[config.mk]
export PLATFORM = sky130hd
export DESIGN_NAME = hd_viterbi_dec
export DESIGN_NICKNAME = d
export VERILOG_FILES = /design/src/rtl/vit_pkg.sv /design/src/rtl/vit_acs.sv /design/src/rtl/vit_surv_mem.sv /design/src/rtl/hd_viterbi_dec.sv
export SDC_FILE = /design/constraint.sdc
export NUM_CORES = 1
export LEC_CHECK = 0
export BUFFER_PORTS_ARGS = -buffer_cell sky130_fd_sc_hd__buf_2
export CAP_MARGIN = 10
export CORE_ASPECT_RATIO = 0.7
export CORE_MARGIN = 4
export CORE_UTILIZATION = 65
export CTS_CLUSTER_SIZE = 24
export DETAILED_ROUTE_END_ITERATION = 16
export MAX_ROUTING_LAYER = met4
export PLACE_DENSITY_LB_ADDON = 0.12
export SKIP_LAST_GASP = 1
export SYNTH_ARGS = -nofsm -noshare
export SYNTH_HDL_FRONTEND = slang
export SYNTH_SLANG_ARGS = --single-unit
export TNS_END_PERCENT = 10
[constraint.sdc]
create_clock -name clk -period 10.29 [get_ports clk]
set_input_delay 0.5145 -clock clk [delete_from_list [all_inputs] [get_ports clk]]
set_output_delay 0.5145 -clock clk [all_outputs]
set_load 0.005 [all_outputs]
[src/rtl/vit_pkg.sv]
package vit_pkg;

    typedef enum logic [1:0] {
        ST_IDLE  = 2'd0,
        ST_RECV  = 2'd1,
        ST_TRACE = 2'd2,
        ST_EMIT  = 2'd3
    } vit_state_e;

    // Code bits for input u leaving state prev = {Q1,Q2}
    function automatic logic [1:0] branch_sym(input logic u, input logic [1:0] prev);
        return {u ^ prev[1] ^ prev[0], u ^ prev[0]};
    endfunction

    function automatic logic [1:0] ham2(input logic [1:0] a, input logic [1:0] b);
        logic [1:0] d;
        d = a ^ b;
        return {1'b0, d[1]} + {1'b0, d[0]};
    endfunction

endpackage

[src/rtl/vit_acs.sv]
module vit_acs
    import vit_pkg::*;
#(
    parameter int MW = 10
) (
    input  logic [1:0]           rx,
    input  logic [3:0][MW-1:0]   pm_in,
    output logic [3:0][MW-1:0]   pm_out,
    output logic [3:0]           dec
);

    function automatic logic [MW-1:0] sat_add(input logic [MW-1:0] a, input logic [1:0] b);
        logic [MW:0] s;
        s = {1'b0, a} + {{(MW-1){1'b0}}, b};
        return s[MW] ? {MW{1'b1}} : s[MW-1:0];
    endfunction

    // Target state t = {u, a}; predecessors are {a,0} and {a,1}
    for (genvar t = 0; t < 4; t++) begin : g_state
        localparam logic U = (t / 2) == 1;
        localparam logic A = (t % 2) == 1;
        localparam logic [1:0] P0 = {A, 1'b0};
        localparam logic [1:0] P1 = {A, 1'b1};
        logic [MW-1:0] cand0;
        logic [MW-1:0] cand1;
        assign cand0     = sat_add(pm_in[P0], ham2(rx, branch_sym(U, P0)));
        assign cand1     = sat_add(pm_in[P1], ham2(rx, branch_sym(U, P1)));
        // strict compare: a tie keeps the lower-numbered predecessor
        assign dec[t]    = cand1 < cand0;
        assign pm_out[t] = (cand1 < cand0) ? cand1 : cand0;
    end

endmodule

[src/rtl/vit_surv_mem.sv]
module vit_surv_mem #(
    parameter int DEPTH = 64,
    localparam int AW = $clog2(DEPTH)
) (
    input  logic          clk,
    input  logic          we,
    input  logic [AW-1:0] waddr,
    input  logic [3:0]    wdata,
    input  logic [AW-1:0] raddr,
    output logic [3:0]    rdata
);

    logic [3:0] mem [DEPTH];

    always_ff @(posedge clk) begin
        if (we) mem[waddr] <= wdata;
    end

    assign rdata = mem[raddr];

endmodule

[src/rtl/hd_viterbi_dec.sv]
module hd_viterbi_dec
    import vit_pkg::*;
#(
    parameter int MAX_SYMS = 64,
    parameter int MW       = 10
) (
    input  logic       clk,
    input  logic       rst_n,
    input  logic       sym_valid,
    input  logic       sym_first,
    input  logic       sym_last,
    input  logic [1:0] sym_data,
    output logic       sym_ready,
    output logic       out_valid,
    output logic       out_bit,
    output logic       out_last
);

    localparam int AW = $clog2(MAX_SYMS);
    localparam int CW = AW + 1;
    localparam logic [MW-1:0] PM_INF = {2'b01, {(MW-2){1'b0}}};
    localparam logic [3:0][MW-1:0] PM_INIT = {PM_INF, PM_INF, PM_INF, {MW{1'b0}}};
    localparam logic [AW-1:0] LAST_ADDR = AW'(MAX_SYMS - 1);

    vit_state_e state_q, state_d;

    logic [3:0][MW-1:0] pm_q, pm_src, pm_acs;
    logic [3:0]         dec_w, dec_r;
    logic [AW-1:0]      nsym_q, wr_addr, tidx_q, oidx_q;
    logic [CW-1:0]      cnt_after, olen_q;
    logic [1:0]         tst_q;
    logic [MAX_SYMS-1:0] dbits_q;
    logic               accept, start, frame_end, emit_end;

    assign accept    = sym_valid && sym_ready && (sym_first || state_q == ST_RECV);
    assign start     = accept && sym_first;
    assign pm_src    = start ? PM_INIT : pm_q;
    assign wr_addr   = start ? '0 : nsym_q;
    assign cnt_after = {1'b0, wr_addr} + 1'b1;
    assign frame_end = accept && (sym_last || wr_addr == LAST_ADDR);
    assign emit_end  = {1'b0, oidx_q} == (olen_q - 1'b1);

    vit_acs #(.MW(MW)) i_acs (
        .rx     (sym_data),
        .pm_in  (pm_src),
        .pm_out (pm_acs),
        .dec    (dec_w)
    );

    vit_surv_mem #(.DEPTH(MAX_SYMS)) i_surv (
        .clk   (clk),
        .we    (accept),
        .waddr (wr_addr),
        .wdata (dec_w),
        .raddr (tidx_q),
        .rdata (dec_r)
    );

    // next-state logic
    always_comb begin
        state_d = state_q;
        unique case (state_q)
            ST_IDLE, ST_RECV: begin
                if (frame_end)   state_d = (cnt_after > CW'(2)) ? ST_TRACE : ST_IDLE;
                else if (accept) state_d = ST_RECV;
            end
            ST_TRACE: if (tidx_q == '0) state_d = ST_EMIT;
            ST_EMIT:  if (emit_end)     state_d = ST_IDLE;
            default:  state_d = ST_IDLE;
        endcase
    end

    always_ff @(posedge clk or negedge rst_n) begin
        if (!rst_n) state_q <= ST_IDLE;
        else        state_q <= state_d;
    end

    // datapath registers
    always_ff @(posedge clk or negedge rst_n) begin
        if (!rst_n) begin
            pm_q    <= PM_INIT;
            nsym_q  <= '0;
            tidx_q  <= '0;
            tst_q   <= 2'b00;
            oidx_q  <= '0;
            olen_q  <= '0;
            dbits_q <= '0;
        end else begin
            unique case (state_q)
                ST_IDLE, ST_RECV: begin
                    if (accept) begin
                        pm_q   <= pm_acs;
                        nsym_q <= cnt_after[AW-1:0];
                    end
                    if (frame_end) begin
                        tidx_q <= wr_addr;
                        tst_q  <= 2'b00;
                        oidx_q <= '0;
                        olen_q <= cnt_after - CW'(2);
                    end
                end
                ST_TRACE: begin
                    dbits_q[tidx_q] <= tst_q[1];
                    tst_q           <= {tst_q[0], dec_r[tst_q]};
                    tidx_q          <= tidx_q - 1'b1;
                end
                ST_EMIT: oidx_q <= oidx_q + 1'b1;
                default: ;
            endcase
        end
    end

    // output logic
    always_comb begin
        sym_ready = 1'b0;
        out_valid = 1'b0;
        out_last  = 1'b0;
        unique case (state_q)
            ST_IDLE, ST_RECV: sym_ready = 1'b1;
            ST_EMIT: begin
                out_valid = 1'b1;
                out_last  = emit_end;
            end
            default: ;
        endcase
    end

    assign out_bit = dbits_q[oidx_q];

endmodule

==> summary.md, run 1 <==
| Metric | Value |
|---|---|
| FF+latch area | `11000 um2` |
| Clk pwr share | `0.213` |
| Sw frac | `0.408` |
| Post-Syn Area | `20300 um2` |
| Initial antenna violation count | `0` |
| Arrival time of the worst setup path | `6.39 ns` |
| Yosys reg bits | `389` |
| Global-route wire length before repair | `83.8 mm` |
| Unrepaired setup endpoints after global routing | `false` |
| Peak VDD IR | `0.000301 V` |
| DRT Pass-1 Iters | `6` |
| Switching power | `2800 uW` |
| Non-filler instance count after layout | `2159` |
| EDFF count, synth | `256` |
| Worst r2r dst | `pm_q[36]$_DFFE_PN0P_` |
| Post-DR wirelength/cell | `24.8 um` |
| Max Slew Vio Count | `0` |
| Dpl cells | `2088` |
| Cells after Synth | `1759` |
| Worst hold path type | `input port to flop` |
| Fillers | `2124` |
| Clock tree buffer depth | `3` |
| Cts hold-fix bufs | `1` |
| Drt via density | `6.82` |
| Die area | `34200 um2` |
| Setup CP Type | `flop to flop` |
| Top_reg_cell synth | `edfxtp_1` |
| Min-Delay Endpoint | `nsym_q[0]$_DFFE_PN0P_` |
| Core Area | `30400 um2` |
| Flop-to-flop setup slack | `4.32 ns` |
| Initial Utilization | `0.668` |
| Pwr Total | `6850 uW` |
| Root Buffer | `clkbuf_16` |
| CTS H-Tree Depth | `2` |
| Crit end category | `flop` |
| Clock skew | `0.0274 ns` |
| Final Hold Fails | `0` |
| Cells on Worst Hold Path | `2` |
| DRT Wirelength | `53.6 mm` |
| Setup TNS | `0 ns` |
| Synth warnings | `0` |
| Reg2reg path depth | `18` |
| WHS | `0.323 ns` |
| Area of the multi-input gates | `8710 um2` |
| Synth Net Count | `1824` |
| Iter 0 DRT Violations | `1970` |
| Worst path required time | `10.71 ns` |
| Die span in x | `219 um` |
| Vias in the first global route | `14100` |
| Ys async rst share | `0.342` |
| Placer congestion estimate | `0.948` |
| Rows | `53` |
| P per Cell Area | `313 nW/um2` |
| Ratio of cells with drive above 1 in the final layout | `0.149` |
| Reg clk slew, reported paths | `0.06 ns` |
| Layout area overhead | `7.73%` |
| Sink Count | `389` |
| Clk Latency, worst-skew pair | `0.55 ns` |
| Max-cap violations | `0` |
| Fmax achieved | `167 MHz` |
| Post-route ant nets | `0` |
| Mean area per synthesized cell | `11.5 um2` |
| Max-slew headroom | `0.247` |
| Crit-path max FO | `83` |
| Final Setup Violations | `0` |
| TritonCTS clock tree | `yes` |
| Finished Cell Area | `21900 um2` |
| Reg2reg start | `state_q[1]$_DFFE_PN0P_` |
| Largest net degree at the start of global routing | `85` |
| ANT cells | `0` |
| Fin crit share | `0.580` |
| Period minus WS final | `5.97 ns` |
| Sequential area share after synthesis | `0.543` |
| Int Pwr | `4050 uW` |
| Post-DP HPWL | `34.9 mm` |
| Top Ports | `11` |
| Outcome | `finished, final reports clean` |
| Die Y | `156 um` |
| Gr usage total | `0.329` |
| Worst-Margin Slew | `1.12 ns` |
| Nets@finish | `1782` |
| Post-CTS Resized | `0` |
| Unique masters post-synth | `88` |
| Placed Area | `20600 um2` |
| PortBufs | `10` |
| Static Leak | `0.00807 uW` |
| Post-CTS Setup Repair Bufs | `0` |
| CP startpoint kind | `flop` |
| Remaining DRCs | `0` |
| GRT Residual Overflow | `0` |
| CTS Buf Count | `38` |
| Critical hold path startpoint | `sym_first` |
| Logic gate share of total power | `0.417` |
| Routed via count | `14700` |
| Reg power frac | `0.371` |
[power by group through the flow]
stage | Clock, uW | Combinational, uW | Sequential, uW
final | 1460 | 2860 | 2540
after global routing | 1540 | 3090 | 2570
after CTS | 1460 | 2800 | 2530
after detailed placement | 0 | 2780 | 2560
after global placement | 0 | 2710 | 2540
after floorplan | 0 | 2060 | 2360
[area by class of cell]
cell class              instances  area share
repair buffers                 34      0.0109
well taps                     412      0.0236
flip-flops and latches        389       0.504
clock buffers                  58      0.0508
clock inverters                12     0.00818
inverters                      23     0.00395
multi-input cells            1231       0.398
[state kept, by name, indices dropped and copies added (netlist names)]
register,flops
dbits_q,64
i_surv.mem,256
nsym_q,6
oidx_q,6
olen_q,7
pm_q,40
state_q,2
tidx_q,6
tst_q,2
[metal layers]
metal / track usage / up-vias / share of wire
li1: - / 6512 / -
met1: 0.482 / 7282 / 0.42
met2: 0.470 / 834 / 0.44
met3: 0.0804 / 97 / 0.12
met4: 0.0788 / 0 / 0.020
met5: - / - / 0
[kinds of logic after synthesis]
| family | after synthesis | share of synthesized area |
|---|---|---|
| buffers and inverters | 139 | 0.0308 |
| DFF | 389 | 0.543 |
| AOI/OAI and AO/OA | 338 | 0.114 |
| muxes | 160 | 0.105 |
| xor gates and xnor gates | 60 | 0.0266 |
| and+or+nand+nor | 610 | 0.142 |
| adders and majority gates | 63 | 0.0386 |
[stage by stage]
| stage | utilization | setup slack [ns] |
|---|---|---|
| 5_1_grt | 0.720 | 3.98 |
| 6_report | 0.720 | 4.32 |
| 3_5_place_dp | 0.677 | 4.39 |
| 3_3_place_gp | 0.677 | 4.51 |
| 4_1_cts | 0.720 | 4.41 |
| 2_1_floorplan | - | 5.17 |
[critical path, stage by stage, from the launching register on]
cell and delay [ns]:
dfrtp_1 0.52, nand3b_4 0.20, buf_4 0.62, and2_1 0.25, ha_1 0.19, inv_1 0.06
fa_1 0.39, and3b_1 0.31, nand3_1 0.18, or4b_2 0.67, o21ai_0 0.09, nand2_1 0.10
ha_1 0.28, nor2_1 0.12, o211ai_1 0.16, a221oi_4 0.53, buf_4 0.66, nor3_1 0.11
a211o_1 0.30
[Yosys cell counts (33+ instances only)]
cell | count | area, um2
a21oi_1 | 62 | 310
buf_2 | 37 | 185
clkbuf_1 | 64 | 240
dfrtp_1 | 130 | 3250
edfxtp_1 | 256 | 7690
ha_1 | 57 | 713
mux2_2 | 99 | 1110
nand2_1 | 173 | 649
nand3_1 | 75 | 375
nor2_1 | 182 | 683
nor3_1 | 33 | 165
o21ai_0 | 75 | 375
[cell usage in the layout (no fill, tap or decap), types with 6 or more instances in the layout]
cell type / netlist / routed
nor2_1: 182 / 182
mux4_2: 32 / 32
edfxtp_1: 256 / 256
a21o_1: 12 / 12
o21a_1: 6 / 6
mux2i_1: 29 / 29
buf_2: 37 / 9
nand4_1: 20 / 20
nor2b_1: 22 / 22
a221o_1: 13 / 13
nand2b_1: 7 / 7
a221oi_1: 22 / 22
ha_1: 57 / 57
inv_1: 23 / 23
clkbuf_16: 0 / 39
xor2_1: 27 / 27
or3_1: 15 / 15
nor3_1: 33 / 33
clkbuf_8: 0 / 6
clkbuf_1: 64 / 12
and3_1: 14 / 14
xnor2_1: 32 / 32
nor4_1: 10 / 10
o21ai_0: 75 / 75
a22oi_1: 27 / 27
or2_2: 13 / 13
o211ai_1: 18 / 18
dfrtp_1: 130 / 127
a31oi_1: 16 / 15
buf_4: 5 / 23
o22ai_1: 6 / 6
mux2_2: 99 / 99
and2_1: 16 / 16
a211o_1: 7 / 7
a21oi_1: 62 / 62
nand2_1: 173 / 173
o311ai_0: 11 / 11
nand3_1: 75 / 75
[worst max path at each step]
stage	cells past startpoint	end	from	slack [ns]
after detailed placement	19	pm_q[36]$_DFFE_PN0P_	sym_first	4.39
after global placement	18	pm_q[36]$_DFFE_PN0P_	sym_first	4.51
final	18	pm_q[36]$_DFFE_PN0P_	state_q[1]$_DFFE_PN0P_	4.32
after CTS	18	pm_q[36]$_DFFE_PN0P_	state_q[1]$_DFFE_PN0P_	4.41
after global routing	17	pm_q[36]$_DFFE_PN0P_	state_q[1]$_DFFE_PN0P_	3.98
after floorplan	21	pm_q[34]$_DFFE_PN0P_	sym_first	5.17
(Power assumes the default switching activity.)
==> run 2: changes to the inputs <==
--- a/config.mk
+++ b/config.mk
@@ -5,11 +5,12 @@
 export SDC_FILE = /design/constraint.sdc
 export NUM_CORES = 1
 export LEC_CHECK = 0
+export ABC_AREA = 1
 export BUFFER_PORTS_ARGS = -buffer_cell sky130_fd_sc_hd__buf_2
 export CAP_MARGIN = 10
 export CORE_ASPECT_RATIO = 0.7
 export CORE_MARGIN = 4
-export CORE_UTILIZATION = 65
+export CORE_UTILIZATION = 58
 export CTS_CLUSTER_SIZE = 24
 export DETAILED_ROUTE_END_ITERATION = 16
 export MAX_ROUTING_LAYER = met4
==> constraint.sdc (replaced) <==
create_clock -name clk -period 5 [get_ports clk]
set_input_delay 0.25 -clock clk [delete_from_list [all_inputs] [get_ports clk]]
set_output_delay 0.25 -clock clk [all_outputs]
set_load 0.005 [all_outputs]
==> summary.md, run 2 <==
| Metric | Value |
|---|---|
| Initial antenna violation count | `0 (unchanged)` |
| Layout area overhead | `8.19% (was 7.73%)` |
| Sink Count | `389 (unchanged)` |
| Setup CP Type | `flop to flop (unchanged)` |
| WHS | `0.243 ns (was 0.323 ns)` |
| FF+latch area | `11000 um2 (unchanged)` |
| Top_reg_cell synth | `edfxtp_1 (unchanged)` |
| Placer congestion estimate | `0.921 (was 0.948)` |
| Static Leak | `0.00949 uW (was 0.00807 uW)` |
| Ratio of cells with drive above 1 in the final layout | `0.0724 (was 0.149)` |
| Most frequent cell after synthesis | `nand2_1 (was edfxtp_1)` |
| Fin crit share | `0.911 (was 0.580)` |
| Outcome | `finished, final reports clean (unchanged)` |
| CP Cell Sequence | `inv_2, nand3_4, nand2_1, inv_1, ha_1, nand2_1, nand2_1, nand4_1, nor2_2, nand2_1, xor2_1, nor2_1, inv_1, ha_1, nand4_1, nor3_1, nand2_1, nand2_1, clkinv_1, buf_4 (was nand3b_4, buf_4, and2_1, ha_1, inv_1, fa_1, and3b_1, nand3_1, or4b_2, o21ai_0, nand2_1, ha_1, nor2_1, o211ai_1, a221oi_4, buf_4, nor3_1, a211o_1)` |
| Yosys reg bits | `389 (unchanged)` |
| CTS H-Tree Depth | `2 (unchanged)` |
| Commonest non-fill, non-tap cell in the layout | `nand2_1 (was edfxtp_1)` |
| P per Cell Area | `685 nW/um2 (was 313 nW/um2)` |
| Synth Net Count | `2441 (was 1824)` |
| Final Setup Violations | `0 (unchanged)` |
| Unique masters post-synth | `53 (was 88)` |
| Die area | `38800 um2 (was 34200 um2)` |
| Mean area per synthesized cell | `8.72 um2 (was 11.5 um2)` |
| CP startpoint kind | `flop (unchanged)` |
| Most used cell, CP | `nand2_1` |
| Unrepaired setup endpoints after global routing | `false (unchanged)` |
| DRT Wirelength | `54.8 mm (was 53.6 mm)` |
| Most frequent cells in the layout | `nand2_1, edfxtp_1, nor2_1 (was edfxtp_1, nor2_1, nand2_1)` |
| Remaining DRCs | `0 (unchanged)` |
| Arrival time of the worst setup path | `4.79 ns (was 6.39 ns)` |
| Clock tree buffer depth | `3 (unchanged)` |
| Global-route wire length before repair | `87.0 mm (was 83.8 mm)` |
| Peak VDD IR | `0.000392 V (was 0.000301 V)` |
| Most frequent cells after synthesis | `nand2_1, edfxtp_1, nor2_1 (was edfxtp_1, nor2_1, nand2_1)` |
| Slowest stage delay, CP | `0.54 ns (was 0.67 ns)` |
| Clock skew | `0.0209 ns (was 0.0274 ns)` |
| Period minus WS final | `4.56 ns (was 5.97 ns)` |
| Die span in x | `234 um (was 219 um)` |
| Ys async rst share | `0.342 (unchanged)` |
| Dpl ws | `0.521 ns (was 4.39 ns)` |
| ANT cells | `0 (unchanged)` |
| Largest regs | `i_surv.mem x256, dbits_q x64, pm_q x40 (unchanged)` |
| Max-cap violations | `0 (unchanged)` |
| Crit end category | `flop (unchanged)` |
| Core Area | `34900 um2 (was 30400 um2)` |
| Clk Latency, worst-skew pair | `0.54 ns (was 0.55 ns)` |
| Worst setup margin | `0.444 ns (was 4.32 ns)` |
| Worst path required time | `5.23 ns (was 10.71 ns)` |
| Nets@finish | `2399 (was 1782)` |
| Vias in the first global route | `15500 (was 14100)` |
| Root Buffer | `clkbuf_16 (unchanged)` |
| Top delay family on crit path | `simple AND/OR/NAND/NOR gates (unchanged)` |
| Area of the multi-input gates | `8520 um2 (was 8710 um2)` |
| Synth area leaders | `edfxtp_1, dfrtp_1, nand2_1 (was edfxtp_1, dfrtp_1, mux2_2)` |
| Fillers | `2941 (was 2124)` |
| Area share of the largest cell type after synthesis | `0.371 (was 0.379)` |
| Setup TNS | `0 ns (unchanged)` |
| Sequential area share after synthesis | `0.532 (was 0.543)` |
| Post-Syn Area | `20700 um2 (was 20300 um2)` |
| Max-slew headroom | `0.226 (was 0.247)` |
| Post-DR wirelength/cell | `19.3 um (was 24.8 um)` |
| Initial Utilization | `0.593 (was 0.668)` |
| WP buf/inv | `5 (was 3)` |
| Iter 0 DRT Violations | `2035 (was 1970)` |
| EDFF count, synth | `256 (unchanged)` |
| TritonCTS clock tree | `yes (unchanged)` |
| Post-DP HPWL | `35.9 mm (was 34.9 mm)` |
| Yosys top cell by area | `edfxtp_1 (unchanged)` |
| Cells after Synth | `2376 (was 1759)` |
| Synth warnings | `0 (unchanged)` |
| Final Hold Fails | `0 (unchanged)` |
| Die Y | `166 um (was 156 um)` |
| Reg clk slew, reported paths | `0.07 ns (was 0.06 ns)` |
| CTS Buf Count | `39 (was 38)` |
| DRT Pass-1 Iters | `5 (was 6)` |
| Worst-Margin Slew | `1.15 ns (was 1.12 ns)` |
| PortBufs | `10 (unchanged)` |
| Rows | `57 (was 53)` |
| Max FFs per register | `256 (unchanged)` |
| Gr usage total | `0.288 (was 0.329)` |
| Slowest CP cell | `buf_4 (was or4b_2)` |
| Fmax achieved | `220 MHz (was 167 MHz)` |
| Largest net degree at the start of global routing | `76 (was 85)` |
| Post-route ant nets | `0 (unchanged)` |
| Flop-to-flop setup slack | `0.44 ns (was 4.32 ns)` |
| Biggest register | `i_surv.mem (unchanged)` |
| Crit-path max FO | `64 (was 83)` |
| Max Slew Vio Count | `0 (unchanged)` |
| GRT Residual Overflow | `0 (unchanged)` |
| Top Ports | `11 (unchanged)` |
| Routed via count | `16900 (was 14700)` |
| Drt via density | `5.98 (was 6.82)` |
| Worst hold path type | `input port to flop (unchanged)` |
run 2: path summary, 6_finish.rpt:
path / from / to / depth (start not counted)
setup / recovery: state_q[1]$_DFFE_PN0P_ / i_surv.mem[58][1]$_DFFE_PP_ / 20
hold / removal: sym_last / olen_q[3]$_DFFE_PN0P_ / 3
setup reg to reg: state_q[1]$_DFFE_PN0P_ / i_surv.mem[58][1]$_DFFE_PP_ / 20
hold reg to reg: dbits_q[54]$_DFFE_PN0P_ / dbits_q[54]$_DFFE_PN0P_ / 2
max in group asynchronous: rst_n / tidx_q[0]$_DFFE_PN0P_ / 3
min in group asynchronous: rst_n / dbits_q[40]$_DFFE_PN0P_ / 2
run 2: logic make-up after synthesis:
family | Yosys count | share of synthesized area
flip-flops | 389 | 0.532
XOR/XNOR | 40 | 0.0173
buffers and inverters | 300 | 0.0591
adder cells (fa/ha/maj) | 58 | 0.0354
AO/OA/AOI/OAI | 410 | 0.109
AND/OR/NAND/NOR | 1179 | 0.247
run 2: power breakdown:
part / switching (uW) / internal (uW) / leakage [uW]
clock: 1220 / 1770 / 0.000624
combinational: 5060 / 2030 / 0.00485
sequential: 481 / 4790 / 0.00401
total: 6760 / 8590 / 0.00949
run 2: area by class of cell:
class                      count  share of cell area
inverter                     170              0.0286
timing repair buffer          47              0.0161
clock inverter                18              0.0106
clock buffer                  50              0.0463
tap                          472              0.0264
sequential                   389               0.492
multi-input combinational   1687               0.380
run 2: worst min-delay path, cell delays in order:
cell and delay (ns):
buf_2 0.10, o21ai_1 0.19, a21oi_1 0.18
run 2: metal layers:
layer	vias to the layer above	GRT usage	part of all wire
met5	-	-	0
met4	0	0.0622	0.019
met3	92	0.0646	0.099
met2	735	0.384	0.41
met1	8056	0.452	0.47
li1	8049	-	-
run 2: what timing repair did:
| action | 4_1_cts | 5_1_grt |
|---|---|---|
| hold buffers | 1 | 0 |
| hold endpoints to repair | 70 | 0 |
| setup endpoints to repair | 0 | 62 |
| setup buffers | 0 | 0 |
| resized for setup | 0 | 1 |
run 2: stage by stage:
| stage | area (um2) | utilization | std cells | power, uW |
|---|---|---|---|---|
| after floorplan | 20700 | - | 2376 | 10100 |
| after global placement | 21100 | 0.604 | 2764 | 12100 |
| after detailed placement | 21100 | 0.604 | 2764 | 12300 |
| after CTS | 22400 | 0.641 | 2833 | 15300 |
| after global routing | 22400 | 0.641 | 2833 | 16400 |
| final | 22400 | 0.641 | 2833 | 15400 |
==> run 3: changes to the inputs <==
--- a/config.mk
+++ b/config.mk
@@ -10,7 +10,7 @@
 export CAP_MARGIN = 10
 export CORE_ASPECT_RATIO = 0.7
 export CORE_MARGIN = 4
-export CORE_UTILIZATION = 58
+export CORE_UTILIZATION = 64
 export CTS_CLUSTER_SIZE = 24
 export DETAILED_ROUTE_END_ITERATION = 16
 export MAX_ROUTING_LAYER = met4
==> constraint.sdc (replaced) <==
create_clock -name clk -period 4.9 [get_ports clk]
set_input_delay 0.245 -clock clk [delete_from_list [all_inputs] [get_ports clk]]
set_output_delay 0.245 -clock clk [all_outputs]
set_load 0.005 [all_outputs]
==> summary.md, run 3 (same netlist as run 2, synthesis figures left out) <==
| Metric | Value |
|---|---|
| Top Ports | `11 (unchanged)` |
| Max Used Layer | `met4 (unchanged)` |
| Post-DR wirelength/cell | `19.6 um (was 19.3 um)` |
| CTS Buf Count | `37 (was 39)` |
| Slowest stage delay, CP | `0.50 ns (was 0.54 ns)` |
| DR WL met3 | `5.80 mm (was 5.43 mm)` |
| Arrival time of the worst setup path | `4.63 ns (was 4.79 ns)` |
| Critical hold path startpoint | `sym_valid (was sym_last)` |
| TritonCTS clock tree | `yes (unchanged)` |
| Peak VDD IR | `0.000958 V (was 0.000392 V)` |
| Layout area overhead | `7.73% (was 8.19%)` |
| CP startpoint kind | `flop (unchanged)` |
| Flop-to-flop setup slack | `0.51 ns (was 0.44 ns)` |
| ANT cells | `0 (unchanged)` |
| Top delay family on crit path | `simple AND/OR/NAND/NOR gates (unchanged)` |
| Worst path required time | `5.14 ns (was 5.23 ns)` |
| Slowest CP cell | `buf_4 (unchanged)` |
| Largest regs | `i_surv.mem x256, dbits_q x64, pm_q x40 (unchanged)` |
| GRT Residual Overflow | `0 (unchanged)` |
| WP buf/inv | `5 (unchanged)` |
| DRT Wirelength | `54.5 mm (was 54.8 mm)` |
| Crit-path max FO | `64 (unchanged)` |
| Die area | `35400 um2 (was 38800 um2)` |
| Commonest non-fill, non-tap cell in the layout | `nand2_1 (unchanged)` |
| Max FFs per register | `256 (unchanged)` |
| Biggest register | `i_surv.mem (unchanged)` |
| Post-CTS Setup Repair Bufs | `0 (unchanged)` |
| Iter 0 DRT Violations | `2398 (was 2035)` |
| Rows | `54 (was 57)` |
| Pwr Total | `15500 uW (was 15400 uW)` |
| DRT Pass-1 Iters | `6 (was 5)` |
| Placer congestion estimate | `0.930 (was 0.921)` |
| Fin crit share | `0.897 (was 0.911)` |
| CP Cell Sequence | `inv_2, nand3_4, nand2_1, inv_1, ha_1, nand2_1, nand2_1, nand4_1, nor2_2, nand2_1, xor2_1, nor2_1, inv_1, ha_1, nand4_1, nor3_1, nand2_1, nand2_1, clkinv_1, buf_4 (unchanged)` |
| Gr usage total | `0.319 (was 0.288)` |
| Root Buffer | `clkbuf_16 (unchanged)` |
| Largest net degree at the start of global routing | `98 (was 76)` |
| Final Hold Fails | `0 (unchanged)` |
| Worst-Margin Slew | `1.21 ns (was 1.15 ns)` |
| Setup TNS | `0 ns (unchanged)` |
| Core Area | `31600 um2 (was 34900 um2)` |
| Most frequent cells in the layout | `nand2_1, edfxtp_1, nor2_1 (unchanged)` |
| Static Leak | `0.00948 uW (was 0.00949 uW)` |
| Remaining DRCs | `0 (unchanged)` |
| Post-DP HPWL | `35.8 mm (was 35.9 mm)` |
| Clk Latency, worst-skew pair | `0.54 ns (about the same)` |
| Worst r2r dst | `i_surv.mem[17][1]$_DFFE_PP_ (was i_surv.mem[58][1]$_DFFE_PP_)` |
| Period minus WS final | `4.39 ns (was 4.56 ns)` |
| Routed via count | `17100 (was 16900)` |
| Post-route ant nets | `0 (unchanged)` |
| Nets@finish | `2401 (was 2399)` |
| Initial Utilization | `0.656 (was 0.593)` |
| Reg2reg start | `state_q[1]$_DFFE_PN0P_ (unchanged)` |
| Crit end category | `flop (unchanged)` |
| Final Setup Violations | `0 (unchanged)` |
| Met2 Routed Length | `23.1 mm (was 22.6 mm)` |
| Fillers | `2413 (was 2941)` |
| Drt via density | `6.14 (was 5.98)` |
| Die Y | `159 um (was 166 um)` |
| Cells on Worst Hold Path | `5 (was 3)` |
| Most used cell, CP | `nand2_1 (unchanged)` |
| Worst hold path type | `input port to flop (unchanged)` |
| Max-slew headroom | `0.192 (was 0.226)` |
| Ratio of cells with drive above 1 in the final layout | `0.0753 (was 0.0724)` |
| Vias in the first global route | `15800 (was 15500)` |
| Min-Delay Endpoint | `nsym_q[5]$_DFFE_PN0P_ (was olen_q[3]$_DFFE_PN0P_)` |
| Clock tree buffer depth | `3 (unchanged)` |
| Initial antenna violation count | `0 (unchanged)` |
| Unrepaired setup endpoints after global routing | `false (unchanged)` |
| Reg clk slew, reported paths | `0.07 ns (about the same)` |
| Setup CP Type | `flop to flop (unchanged)` |
| Global-route wire length before repair | `87.2 mm (was 87.0 mm)` |
| Max Slew Vio Count | `0 (unchanged)` |
| PortBufs | `10 (unchanged)` |
| Die span in x | `223 um (was 234 um)` |
| Reg2reg path depth | `20 (unchanged)` |
| CTS H-Tree Depth | `2 (unchanged)` |
| Max-cap violations | `0 (unchanged)` |
| Outcome | `finished, final reports clean (unchanged)` |
| Clock skew | `0.0156 ns (was 0.0209 ns)` |
| Sink Count | `389 (unchanged)` |
| Fmax achieved | `228 MHz (was 220 MHz)` |
| P per Cell Area | `695 nW/um2 (was 685 nW/um2)` |
| M1 wire length | `24.6 mm (was 25.7 mm)` |
[run 3: changes by cell type in the layout (fill, tap and decap cells not counted), moves of 2 or more]
cell       change
clkinv_2       +3
buf_4          +3
bufinv_16      -3
clkbuf_8       +2
clkinv_1       -4
[run 3: through the flow]
stage	area [um2]	worst slack [ns]	hold slack, ns	util	std cells
after floorplan	20700	0.271	-0.0506	-	2376
after global placement	21100	0.467	0.404	0.668	2716
after detailed placement	21100	0.381	0.411	0.668	2716
after CTS	22300	0.481	0.203	0.707	2784
after global routing	22300	0.111	0.245	0.707	2784
final	22300	0.505	0.221	0.707	2784
[run 3: worst max path at each step]
stage | cells past startpoint | to | startpoint
6_report | 20 | i_surv.mem[17][1]$_DFFE_PP_ | state_q[1]$_DFFE_PN0P_
4_1_cts | 22 | i_surv.mem[40][3]$_DFFE_PP_ | state_q[1]$_DFFE_PN0P_
3_3_place_gp | 22 | i_surv.mem[40][3]$_DFFE_PP_ | sym_data[0]
2_1_floorplan | 25 | i_surv.mem[0][3]$_DFFE_PP_ | state_q[1]$_DFFE_PN0P_
5_1_grt | 22 | i_surv.mem[59][3]$_DFFE_PP_ | state_q[1]$_DFFE_PN0P_
3_5_place_dp | 22 | i_surv.mem[41][3]$_DFFE_PP_ | sym_data[0]
[run 3: worst register-to-register path: stages (launching register included)]
cell and delay [ns]:
dfrtp_1 0.40, inv_2 0.12, nand3_4 0.28, nand2_1 0.23, inv_1 0.09, ha_1 0.31
nand2_1 0.07, nand2_1 0.08, nand4_1 0.20, nor2_2 0.25, nand2_1 0.13, xor2_1 0.15
nor2_1 0.15, inv_1 0.06, ha_1 0.30, nand4_1 0.13, nor3_1 0.06, nand2_1 0.27
nand2_1 0.13, clkinv_1 0.08, buf_4 0.50
[run 3: metal layers]
metal | track usage | vias to the layer above
met4 | 0.0695 | 0
met5 | - | -
li1 | - | 8049
met1 | 0.481 | 8073
met2 | 0.455 | 852
met3 | 0.0628 | 110
[run 3: what timing repair did]
item | 4_1_cts | 5_1_grt
gates resized for setup | 0 | 1
setup endpoints to repair | 0 | 64
hold buffers | 1 | 0
hold endpoints to repair | 96 | 0
[run 3: area by class of cell]
cell class | instances | area [um2] | area share
multi-input combinational | 1687 | 8510 | 0.381
clock buffer | 51 | 1040 | 0.0468
inverter | 170 | 641 | 0.0287
timing repair buffer | 51 | 395 | 0.0177
tap | 420 | 526 | 0.0235
sequential | 389 | 11000 | 0.494
clock inverter | 16 | 171 | 0.00768
[run 3: report_power, final]
group,switching [uW],total (uW),internal (uW)
Sequential,469,5350,4880
Combinational,5140,7230,2090
Clock,1260,2920,1660
Total,6870,15500,8640
